## src/rtl/trace_stall_fifo.sv

```systemverilog
module trace_stall_fifo #(
  parameter int W     = 32,
  parameter int DEPTH = 64,
  parameter int SLACK = 16,
  localparam int AW   = $clog2(DEPTH),
  localparam int CW   = AW + 1
) (
  input  logic          clk,
  input  logic          rst,
  input  logic          en,
  input  logic          cfg_we,
  input  logic [CW-1:0] cfg_wmark,
  input  logic          cfg_irq_mask,
  input  logic          in_valid,
  input  logic [W-1:0]  in_data,
  input  logic          insn_end,
  input  logic          irq_pend,
  output logic          out_valid,
  output logic [W-1:0]  out_data,
  input  logic          out_ready,
  output logic          full_flag,
  output logic          stall,
  output logic          overflow,
  output logic [CW-1:0] level
);
  localparam logic [CW-1:0] WM_MAX = CW'(DEPTH - SLACK);
  localparam logic [CW-1:0] CAP    = CW'(DEPTH);

  logic [W-1:0]  mem [DEPTH];
  logic [AW-1:0] wptr, rptr;
  logic [CW-1:0] cnt, wm, wm_new;
  logic          irq_mask, full_q, stall_q, ovf_q;

  wire at_cap = (cnt == CAP);
  wire push   = en && in_valid && !at_cap;
  wire drop   = en && in_valid && at_cap;
  wire pop    = out_valid && out_ready;
  wire irq_block = irq_pend && !irq_mask;

  assign out_valid = en && (cnt != '0);
  assign out_data  = en ? mem[rptr] : '0;
  assign full_flag = full_q;
  assign stall     = stall_q;
  assign overflow  = ovf_q;
  assign level     = cnt;

  always_comb begin
    if (cfg_wmark > WM_MAX)      wm_new = WM_MAX;
    else if (cfg_wmark == '0)    wm_new = CW'(1);
    else                         wm_new = cfg_wmark;
  end

  always_ff @(posedge clk)
    if (push) mem[wptr] <= in_data;

  always_ff @(posedge clk) begin
    if (rst) begin
      wptr     <= '0;
      rptr     <= '0;
      cnt      <= '0;
      wm       <= WM_MAX;
      irq_mask <= 1'b0;
      full_q   <= 1'b0;
      stall_q  <= 1'b0;
      ovf_q    <= 1'b0;
    end else begin
      if (push) wptr <= wptr + 1'b1;
      if (pop)  rptr <= rptr + 1'b1;
      case ({push, pop})
        2'b10:   cnt <= cnt + 1'b1;
        2'b01:   cnt <= cnt - 1'b1;
        default: cnt <= cnt;
      endcase
      if (cfg_we) begin
        wm       <= wm_new;
        irq_mask <= cfg_irq_mask;
      end
      full_q  <= en && (cnt >= wm);
      stall_q <= en && full_q && !irq_block && (stall_q || insn_end);
      ovf_q   <= drop || (ovf_q && !cfg_we);
    end
  end
endmodule


```

## config.mk

```make
export PLATFORM = sky130hd
export DESIGN_NAME = trace_stall_fifo
export DESIGN_NICKNAME = d
export VERILOG_FILES = /design/src/rtl/trace_stall_fifo.sv
export SDC_FILE = /design/constraint.sdc
export NUM_CORES = 2
export LEC_CHECK = 0
export ABC_AREA = 0
export BUFFER_PORTS_ARGS = -buffer_cell sky130_fd_sc_hd__buf_2
export CAP_MARGIN = 30
export CORE_ASPECT_RATIO = 0.8
export CORE_MARGIN = 5
export CORE_UTILIZATION = 60
export DETAILED_ROUTE_END_ITERATION = 8
export PLACE_DENSITY = 0.84
export SLEW_MARGIN = 5
export SYNTH_ARGS = -nofsm -noshare
export SYNTH_HDL_FRONTEND = slang
export SYNTH_SLANG_ARGS = --single-unit
```

## constraint.sdc

```tcl
create_clock -name clk -period 9.55 [get_ports clk]
set_clock_uncertainty 0.15 [all_clocks]
set_input_delay 0.955 -clock clk [delete_from_list [all_inputs] [get_ports clk]]
set_output_delay 0.955 -clock clk [all_outputs]
set_load 0.02 [all_outputs]
```

Word level (Yosys, flattened, before mapping)
Memory sizes are Yosys's and may differ from the RTL's. A register that Yosys moved wholly into a read port is not among the register bits.
Index checks and enable logic that the tools add are counted.
{ "word_totals": {"ff_bits": 30, "ram_bits": 2048, "input_bits": 48, "out_inout_bits": 43, "wordCells": 46, "mem_count": 1} }
{ "op_classes": {"addsub": 4, "order_cmp": 2, "eq_ne": 3, "n_mux": 8, "reduce_logical": 20} }
{ "mem_list": {"columns": ["memory", "words", "word_bits", "rd", "rd_clocked_by_memory_dff", "wr", "line_no", "source"], "rows": [
  ["mem", 64, 32, 1, 1, 1, "29", "logic [W-1:0] mem [DEPTH];"]
]} }
{ "op_table": {"columns": ["operator", "n"], "rows": [
  ["2-to-1 mux 32 bit", 1],
  ["2-to-1 mux 7 bit", 2],
  ["one-hot mux 7 bit (2 select lines)", 1],
  ["adder 6 x 1 -> 6 bit, second input constant", 2],
  ["2-to-1 mux 6 bit", 2],
  ["logical AND 1 bit", 11],
  ["adder 7 x 1 -> 7 bit, second input constant", 1],
  ["== test 7 bit, second input constant", 1],
  ["greater-or-equal comparator 7 bit", 1],
  ["greater-than comparator 7 x 6 -> 1 bit, second input constant", 1],
  ["logical NOT 7 bit", 1],
  ["nonzero test 7 bit", 1],
  ["subtractor 7 x 1 -> 7 bit, second input constant", 1],
  ["logical NOT 1 bit", 4],
  ["== test 2 x 1 -> 1 bit, second input constant", 1],
  ["== test 2 bit, second input constant", 1],
  ["logical OR 1 bit", 2],
  ["2-to-1 mux 1 bit", 2],
  ["nonzero test 2 bit", 1]
]} }

Logic depth before layout (Yosys ltp)
{ "depth": {"ltp_word": 5, "depth_mapped": 14, "depth_no_buf": 12} }

Least setup slack after synthesis
Ideal clock, no wire load.
{ "synth_timing": {"kind": "input-to-reg", "start": "input port en", "end": "memory mem[59][0], enable pin", "setup_time_ns": 0.421, "arrival_time_ns": 3.594, "required_time_ns": 8.979, "slack_ns": 5.385, "stages": 7, "n_path_buf": 1, "cell_sequence": "clkbuf_1 > nand2_1 > a31oi_1 > inv_1 > nor2_1 > nand3_1 > nor2_1"} }
{ "synth_between": {"elab_chain_len": 4} }
{ "synth_rtl": {"columns": ["item", "line_no", "source"], "rows": [
  ["from (decl)", "10", "input logic en,"],
  ["logical AND 1 bit (2 in a row)", "35", "wire push = en && in_valid && !at_cap;"],
  ["2-to-1 mux 1 bit", "54", "if (push) mem[wptr] <= in_data;"],
  ["2-to-1 mux 1 bit (not written as such)", "54", null],
  ["to (decl)", "29", null]
]} }
Every way passes these cells.

==> impl_metrics.json <==
{
  "drtPass1Iterations": 6,
  "synth_top_family_by_area": "multiplexers",
  "grt_max_degree": 108,
  "hold_violations": 0,
  "dpl.hpwl_um": 111000,
  "drv_slew": 0,
  "gp_congestion": 0.810,
  "synth.area.mux_share_pct": 17.7,
  "fin_crit_sh_pct": 64.5,
  "synth-edff-count": 2048,
  "required_ns": 8.45,
  "arrival_ns": 5.06,
  "die_h_um": 337,
  "yosysWarningCount": 0,
  "synth_cells": 3440,
  "track_usage_pct": 32.0,
  "initial_core_util_pct": 60.1,
  "max_freq_mhz": 162,
  "drv_cap": 0,
  "die_area_sq_um": 141000,
  "clkPwrFrac_pct": 39.8,
  "p_sw_share_pct": 21.5,
  "antenna_found_initial": 7,
  "switchingPower_mw": 4.03,
  "syn_area_sq_um": 80100,
  "nFillCells": 7647,
  "setup_viol": 0,
  "drc": 0,
  "cts_tree": "yes",
  "numCtsBuffers": 181,
  "io_buffers": 90,
  "detailedPlace.worstSlack_ns": 4.22,
  "pwr-share-seq_pct": 53.8,
  "ctsHoldBuffers": 0,
  "max_stage_delay_ns": 0.66,
  "cp-start-kind": "flop",
  "pwr-share-comb_pct": 6.4,
  "fin_crit_ns": 6.16,
  "cts.sink_count": 2084,
  "rows": 120,
  "ir_drop_mv": 0.196,
  "min-delay-start": "cfg_wmark[3]",
  "tightest_slew_ns": 1.14,
  "post_cts_buffers": 0,
  "wirelength_um": 223000,
  "grt_overflow_total": 0,
  "critical_path_class": "reg2out",
  "num_vias": 40800,
  "synth_nets": 3500,
  "critPathSlowestCell": "buf_12",
  "h-tree-depth": 4,
  "dr.first_iter.drc_count": 7666,
  "reg2reg_from": "level[3]",
  "io_pins": 91,
  "slew_headroom_pct": 24.1,
  "cp_max_fo": 103,
  "clk_pin_slew_ns": 0.07,
  "cp-end-kind": "output port",
  "wire_per_inst_um": 40.0,
  "nNetsFinal": 3721,
  "ctsResizeCount": 0,
  "ys_ff_latch": 2084,
  "min_path_type": "in2reg",
  "synth_flop_cell": "edfxtp_1",
  "viasPerCell": 7.30,
  "core_area_sq_um": 133000,
  "ys_types": 55,
  "antenna_left": 0,
  "async_reset_ff_share_pct": 0,
  "setup_tns_ns": 0,
  "power.leakage_nw": 26.9,
  "die_x_um": 419,
  "max-clock-path-buffers": 3,
  "grt_pass1_wl_um": 312000,
  "crit_chain": "buf_12 > buf_4 > mux4_2 > mux2i_1 > nand3_1 > o21ai_0 > o21ai_0 > buf_2",
  "fin_util_pct": 67.3,
  "cp_common_cell": "o21ai_0",
  "insertion_delay_ns": 0.83,
  "cts-root-buf": "clkbuf_16",
  "ys_seq_area_share_pct": 77.6,
  "status": "finished clean",
  "drive_above_1_share_pct": 30.0,
  "internal_power_mw": 14.7,
  "rsz0062_at_grt": "false",
  "powerDensity_nw_per_um2": 209,
  "grt_pass1_vias": 41500,
  "synth_compound_area_share_pct": 1.58,
  "syn_avg_cell_area_sq_um": 23.3,
  "fin_hold_ws_ns": 0.224,
  "yosys.area_share.simple_pct": 1.40,
  "setup_ws_ns": 3.39,
  "synthAdderAreaFrac_pct": 0.187,
  "syn_to_final_growth_pct": 12.0,
  "synth_xor_area_share_pct": 0.186
}
-- kinds of logic (layout without fill, tap and decap cells) --
logic type | Yosys count | in the layout
other cells | 0 | 5
compound gates | 195 | 195
buf+inv | 201 | 578
fa+ha+maj | 12 | 12
simple gates | 239 | 239
xor+xnor | 17 | 17
mux | 692 | 692
flops | 2084 | 2084
-- per-layer routing --
layer  vias to the layer above  global-route usage (%)  share of wire (%)
met5                         -                       0              0.018
met4                         6                    15.3                5.7
met3                       733                    9.76                 15
met2                      4092                    50.0                 48
met1                     20900                    41.9                 32
li1                      15100                       -                  -
-- metrics by stage --
step	power, mW	area [sq um]	cells
global route	19.2	89700	5586
global placement	11.4	83100	5211
floorplan	11.1	80100	3440
finish	18.7	89700	5591
CTS	18.7	89200	5560
detailed placement	11.4	83300	5221
-- synthesized netlist by cell type (2+ instances only) --
cell / count / area [sq um]
or3_1: 5 / 31.3
mux2i_1: 97 / 971
nand2b_1: 6 / 37.5
dfxtp_1: 36 / 721
a221o_1: 12 / 120
a2111oi_0: 2 / 17.5
or2_2: 2 / 12.5
edfxtp_1: 2048 / 61500
nor2_1: 108 / 405
mux2_2: 20 / 225
a22oi_1: 18 / 135
a22o_1: 8 / 70.1
mux4_2: 575 / 12900
inv_1: 13 / 48.8
nor4_1: 2 / 12.5
or3b_2: 2 / 17.5
a31oi_1: 12 / 75.1
buf_2: 53 / 265
nand4_1: 4 / 25.0
a21oi_1: 52 / 260
xor2_1: 10 / 87.6
clkbuf_1: 57 / 214
buf_6: 19 / 214
clkinv_1: 2 / 7.51
buf_4: 31 / 233
xnor2_1: 7 / 61.3
o31ai_1: 2 / 15.0
nor3_1: 6 / 30.0
o21ai_0: 40 / 200
and3_1: 5 / 31.3
o211ai_1: 6 / 45.0
ha_1: 12 / 150
nor2b_1: 28 / 175
buf_1: 26 / 97.6
nand3_1: 20 / 100
a21o_1: 3 / 22.5
a211oi_1: 24 / 180
nand3b_1: 6 / 45.0
o22ai_1: 7 / 43.8
nand2_1: 39 / 146
-- layout by cell type, fill, tap and decap left out, types with 24 or more instances in the layout --
cell type / n
clkbuf_16: 186
a21oi_1: 52
nor2b_1: 26
clkbuf_1: 49
nor2_4: 64
clkinv_1: 44
mux4_2: 575
a211oi_1: 24
dfxtp_1: 31
nor2_1: 43
edfxtp_1: 2048
clkinv_2: 29
o21ai_0: 40
buf_4: 90
nand2_1: 39
mux2i_1: 97
buf_2: 90
buf_12: 39
-- critical path, delay by kind of cell, from the launching register on --
kind | cells | cell delay [ns]
simple gates | 1 | 0.14
compound gates | 2 | 0.86
buf+inv | 3 | 1.54
flops | 1 | 0.59
mux | 2 | 0.98
-- cell type report --
cell class              count  area (sq um)  area share [%]
multi-input cells        1155         17300            19.3
clock inverters           102          1010            1.12
repair buffers            224          2030            2.26
clock buffers             237          4850            5.41
inverters                  15          56.3          0.0628
well taps                1769          2210            2.47
flip-flops and latches   2084         62200            69.4
diodes                      5          12.5          0.0139
-- state kept, by name, summed over array words and instances, names as in the netlist, named ones only --
signal,cells
rptr,6
level,7
overflow,1
stall,1
full_flag,1
mem,2048
irq_mask,1
wptr,6
wm,7
-- path summary, 6_finish.rpt --
kind	to	slack (ns)	depth (start not counted)
setup / recovery	out_data[29]	3.39	8
hold / removal	wm[3]	0.22	2
setup reg to reg	mem[58][29]	5.00	7
hold reg to reg	wm[0]	0.30	2
-- power groups by stage --
stage | Clock (mW) | Sequential [mW] | Combinational, mW
floorplan | 0 | 10.3 | 0.817
global placement | 0 | 10.3 | 1.10
detailed placement | 0 | 10.3 | 1.15
CTS | 7.46 | 10.1 | 1.18
global route | 7.91 | 10.1 | 1.27
finish | 7.45 | 10.1 | 1.20
No activity file was read; power rests on OpenSTA's default activity.
